## config.mk

```make
export PLATFORM = sky130hd
export DESIGN_NAME = ep_irq_latch
export DESIGN_NICKNAME = d
export VERILOG_FILES = /design/src/rtl/ep_irq_pkg.sv /design/src/rtl/ep_edge_det.sv /design/src/rtl/ep_irq_status.sv /design/src/rtl/ep_irq_rdport.sv /design/src/rtl/ep_irq_latch.sv
export SDC_FILE = /design/constraint.sdc
export NUM_CORES = 1
export LEC_CHECK = 0
export BUFFER_PORTS_ARGS = -buffer_cell sky130_fd_sc_hd__buf_2
export CORE_MARGIN = 4
export CORE_UTILIZATION = 29
export CTS_CLUSTER_SIZE = 28
export DETAILED_ROUTE_END_ITERATION = 10
export PLACE_DENSITY = 0.71
export SLEW_MARGIN = 25
export SYNTH_ARGS = -nofsm -noshare
export SYNTH_HDL_FRONTEND = slang
export SYNTH_SLANG_ARGS = --single-unit
```

## constraint.sdc

```tcl
create_clock -name clk -period 1 [get_ports clk]
set_input_delay 0.1 -clock clk [delete_from_list [all_inputs] [get_ports clk]]
set_output_delay 0.1 -clock clk [all_outputs]
set_load 0.03 [all_outputs]
```

## src/rtl/ep_irq_pkg.sv

```systemverilog
package ep_irq_pkg;
  // bit position of the control endpoint in the status word
  localparam int CTL_POS = 0;
  // control flags split by the transition that counts as an event
  localparam int CTL_RISE_N = 3; // out_rdy, stall_sent, setup_end
  localparam int CTL_FALL_N = 2; // in_rdy, data_end
  typedef enum logic { EDGE_RISE = 1'b0, EDGE_FALL = 1'b1 } edge_kind_e;
endpackage

```

## src/rtl/ep_edge_det.sv

```systemverilog
module ep_edge_det
  import ep_irq_pkg::*;
#(
  parameter int         W    = 1,
  parameter edge_kind_e KIND = EDGE_RISE
) (
  input  logic         clk,
  input  logic         rst_n,
  input  logic [W-1:0] d,
  output logic [W-1:0] pulse
);
  logic [W-1:0] d_q;

  always_ff @(posedge clk or negedge rst_n) begin
    if (!rst_n) d_q <= '0;
    else        d_q <= d;
  end

  generate
    if (KIND == EDGE_RISE) begin : g_rise
      assign pulse = d & ~d_q;
    end else begin : g_fall
      assign pulse = ~d & d_q;
    end
  endgenerate
endmodule

```

## src/rtl/ep_irq_status.sv

```systemverilog
module ep_irq_status #(
  parameter int N = 4
) (
  input  logic         clk,
  input  logic         rst_n,
  input  logic [N-1:0] set_evt,
  input  logic         clr,
  output logic [N-1:0] stat
);
  // a set in the clearing cycle wins, so no event is dropped
  always_ff @(posedge clk or negedge rst_n) begin
    if (!rst_n)   stat <= '0;
    else if (clr) stat <= set_evt;
    else          stat <= stat | set_evt;
  end
endmodule

```

## src/rtl/ep_irq_rdport.sv

```systemverilog
module ep_irq_rdport #(
  parameter int          ADDR_W = 12,
  parameter int          DATA_W = 32,
  parameter int          N      = 4,
  parameter logic [11:0] OFFSET = 12'h008
) (
  input  logic              rd_en,
  input  logic [ADDR_W-1:0] rd_addr,
  input  logic [N-1:0]      stat,
  output logic              hit,
  output logic [DATA_W-1:0] rd_data
);
  localparam logic [ADDR_W-1:0] OFS = ADDR_W'(OFFSET);

  assign hit = rd_en && (rd_addr == OFS);

  always_comb begin
    rd_data = '0;
    if (hit) rd_data[N-1:0] = stat;
  end
endmodule

```

## src/rtl/ep_irq_latch.sv

```systemverilog
module ep_irq_latch
  import ep_irq_pkg::*;
#(
  parameter int          NUM_IN_EP = 3,
  parameter int          ADDR_W    = 12,
  parameter int          DATA_W    = 32,
  parameter logic [11:0] OFFSET    = 12'h008
) (
  input  logic                 clk,
  input  logic                 rst_n,
  input  logic                 ctl_out_rdy,
  input  logic                 ctl_in_rdy,
  input  logic                 ctl_stall_sent,
  input  logic                 ctl_setup_end,
  input  logic                 ctl_data_end,
  input  logic [NUM_IN_EP-1:0] in_pkt_rdy,
  input  logic [NUM_IN_EP-1:0] in_fifo_flush,
  input  logic [NUM_IN_EP-1:0] in_stall_sent,
  input  logic                 rd_en,
  input  logic [ADDR_W-1:0]    rd_addr,
  output logic [DATA_W-1:0]    rd_data,
  output logic                 irq
);
  localparam int NB = NUM_IN_EP + 1;

  logic [CTL_RISE_N-1:0] ctl_rise;
  logic [CTL_FALL_N-1:0] ctl_fall;
  logic [NUM_IN_EP-1:0]  pkt_fall, flush_rise, stall_rise;
  logic [NB-1:0]         evt;
  logic [NB-1:0]         stat_q;
  logic                  rd_hit;

  ep_edge_det #(.W(CTL_RISE_N), .KIND(EDGE_RISE)) u_ctl_rise (
    .clk(clk), .rst_n(rst_n),
    .d({ctl_setup_end, ctl_stall_sent, ctl_out_rdy}), .pulse(ctl_rise));

  ep_edge_det #(.W(CTL_FALL_N), .KIND(EDGE_FALL)) u_ctl_fall (
    .clk(clk), .rst_n(rst_n),
    .d({ctl_data_end, ctl_in_rdy}), .pulse(ctl_fall));

  ep_edge_det #(.W(NUM_IN_EP), .KIND(EDGE_FALL)) u_pkt_fall (
    .clk(clk), .rst_n(rst_n), .d(in_pkt_rdy), .pulse(pkt_fall));

  ep_edge_det #(.W(NUM_IN_EP), .KIND(EDGE_RISE)) u_flush_rise (
    .clk(clk), .rst_n(rst_n), .d(in_fifo_flush), .pulse(flush_rise));

  ep_edge_det #(.W(NUM_IN_EP), .KIND(EDGE_RISE)) u_stall_rise (
    .clk(clk), .rst_n(rst_n), .d(in_stall_sent), .pulse(stall_rise));

  assign evt[CTL_POS] = |ctl_rise | |ctl_fall;

  generate
    for (genvar k = 0; k < NUM_IN_EP; k++) begin : g_in_evt
      assign evt[k+1] = pkt_fall[k] | flush_rise[k] | stall_rise[k];
    end
  endgenerate

  ep_irq_status #(.N(NB)) u_status (
    .clk(clk), .rst_n(rst_n), .set_evt(evt), .clr(rd_hit), .stat(stat_q));

  ep_irq_rdport #(.ADDR_W(ADDR_W), .DATA_W(DATA_W), .N(NB), .OFFSET(OFFSET)) u_rd (
    .rd_en(rd_en), .rd_addr(rd_addr), .stat(stat_q), .hit(rd_hit), .rd_data(rd_data));

  always_ff @(posedge clk or negedge rst_n) begin
    if (!rst_n) irq <= 1'b0;
    else        irq <= |stat_q;
  end
endmodule

```

==> summary.md <==
| Metric | Value |
|---|---|
| Initial Util | `30.4%` |
| Routed wire length per instance | `~10 um` |
| Clk slew on worst S/H paths | `~0.10 ns` |
| Synth area leader | `dfrtp_1` |
| N_diodes | `0` |
| Leakage Power | `0.696 nW` |
| Setup violations, final | `7` |
| Maxcap violations | `0` |
| Critical path required time | `about 0.90 ns` |
| Worst Setup End Kind | `output pin` |
| Dpl cells | `161` |
| Router iterations before antenna repair | `4` |
| Floorplan core area | `0.00305 mm^2` |
| Non-Filler Instances | `186` |
| YS warnings | `0` |
| Vias/cell | `3.67` |
| Die width | `64.6 um` |
| Seq cells post-synth | `19` |
| Setup crit start | `u_status.stat[1]` |
| Worst VDD drop | `0.632 mV` |
| DRC | `0` |
| Place WS | `-0.224 ns` |
| Crit Reg-Reg Endpoint | `u_status.stat[1]` |
| Largest net degree at the start of global routing | `20` |
| Cts bufs inserted | `3` |
| Synth top area cells | `dfrtp_1 51%, buf_4 23%, inv_1 5.3%` |
| Tmin final | `between 1 and 1.5 ns` |
| I/O pin cnt | `62` |
| Die ar. | `about 0.0042 mm^2` |
| Crit path DAT | `around 1.1 ns` |
| Routed WL | `1910 um` |
| Worst reg2reg path depth | `3` |
| GPL Wtd Cong | `0.703` |
| Clk sinks | `19` |
| Avg Cell Area, Syn | `11.3 um^2` |
| Crit start category | `flop` |
| Overall Global Routing Usage | `9.74%` |
| Post-route cell area | `0.00135 mm^2` |
| Max Slew Vio Count | `0` |
| Power Total | `0.00149 W` |
| Status | `finished, violations left` |
| Top cell type's share of synthesized area | `51.2%` |
| First-pass GRT wire length | `3170 um` |
| PwrDens | `approximately 1100 mW/mm^2` |
| Port Buf Inserts | `33` |
| Max H-tree Level | `1` |
| CTS tree | `yes` |
| Fin nets | `172` |
| Critical Path End | `rd_data[1]` |
| RR Startpoint | `u_status.stat[1]` |
| Sequential-to-total area share from yosys stat | `51.2%` |
| Crit-path max FO | `2` |
| Synth cell types | `17` |
| Die Span Y | `about 65 um` |
| Tcrit/Tclk final | `117%` |
| Failing checks | `setup timing` |
| Hold crit path type | `primary input to flop` |
| Vias in the first global route | `733` |
| Setup repair after global routing missed its margin | `yes` |
| Clock Latency Late Sink | `0.29 ns` |
| Initial antenna violation count | `0` |
| Antenna Violating Nets Remaining | `0` |
| Kind of critical path | `flop to output pin` |
| Final worst slack | `-0.167 ns` |
| Post-Route Skew | `0.00213 ns` |
| Ratio of cells with drive above 1 in the final layout | `38.0%` |
| Clock Path Buffers | `2` |
| Final hold violation count | `0` |
| R2R Setup Slk | `-0.05 ns` |
| Synth-to-Final Area Change | `45.8%` |
| Post-synthesis instance total | `82` |
| Fmax | `between 800 and 900 MHz` |
| First DRT Iteration DRCs | `12` |
| Overflow after GRT | `0` |
| Mapped Area | `928 um^2` |
| Half-perimeter wire length after placement | `1490 um` |
| Root Driver | `clkbuf_4` |
| Placed cell area | `about 0.0011 mm^2` |
| WHS Path Cells | `4` |
| Vias | `just under 700` |
| Row count | `20` |
## where the power goes
part / leakage [nW] / internal, W / switching, W
Clock: 0.0150 / 0.000155 / 0.000216
Combinational: 0.474 / 0.000101 / 0.000211
Sequential: 0.207 / 0.000796 / 0.00000753
## registers in the layout (all words and copies together) (netlist names)
register          cells
u_ctl_fall.d_q        2
u_stall_rise.d_q      3
u_pkt_fall.d_q        3
u_ctl_rise.d_q        3
irq                   1
u_status.stat         4
u_flush_rise.d_q      3
## cells by family after synthesis
kind of cell,after synthesis,share of synthesized area [%]
flops,19,51.2
compound gates,9,7.82
simple gates,12,12.7
other cells,1,0.404
buf+inv,41,27.9
## routing by layer
layer,vias to the layer above,share of wire (%),GRT usage (%)
li1,330,-,-
met3,2,7.8,3.47
met4,0,0.47,2.37
met5,-,0,0
met2,39,50,16.8
met1,311,41,11.5
## Yosys cell counts
cell / n
buf_4: 28
dfrtp_1: 19
inv_1: 13
and2_1: 4
o22ai_1: 4
a221o_1: 3
a211o_1: 1
and4_2: 1
conb_1: 1
nand2b_1: 1
nand4_2: 1
nor2b_1: 1
nor3_1: 1
nor4_4: 1
nor4b_4: 1
o221ai_1: 1
or4_1: 1
## cell usage in the layout (no fill, tap or decap), types with 3 or more instances in the layout
cell type,n
dfrtp_1,19
inv_1,13
clkbuf_4,3
buf_4,5
o22ai_1,4
buf_2,28
buf_6,9
and2_4,3
dlygate4sd3_1,15
a221o_1,3
conb_1,28
## through the flow
step,hold WS [ns],util [%],TNS [ns]
finish,0.150,44.3,-0.744
detailed placement,0.0634,35.0,-1.59
floorplan,-0.196,-,0
global placement,0.0418,35.0,-1.43
global route,0.161,44.3,-1.11
CTS,0.141,43.4,-0.765
## cell type report
type	count	area, um^2
clock buffer	4	26.3
fill	297	1700
inverter	13	48.8
multi-input combinational	49	319
sequential	19	475
tap	44	55.1
timing repair buffer	57	429
## worst max-delay path, stage by stage, from the launching register on
cell	delay (ns)
dfrtp_1	0.41
buf_6	0.12
and2_4	0.12
buf_6	0.13
## worst min path at each step
stage                             end      startpoint
floorplan                         irq           rst_n
global placement    u_ctl_fall.d_q[1]           rst_n
detailed placement  u_ctl_rise.d_q[0]           rst_n
CTS                  u_status.stat[0]  ctl_stall_sent
global route         u_status.stat[0]  ctl_stall_sent
finish               u_status.stat[0]  ctl_stall_sent
## timing repair
action                     CTS  global route
hold buffers                15             0
setup endpoints to repair    5             8
setup buffers                4             4
pin swaps                    5             6
hold endpoints to repair    33             0
gates resized for setup     17             5
Power figures use the tool's default switching activity.
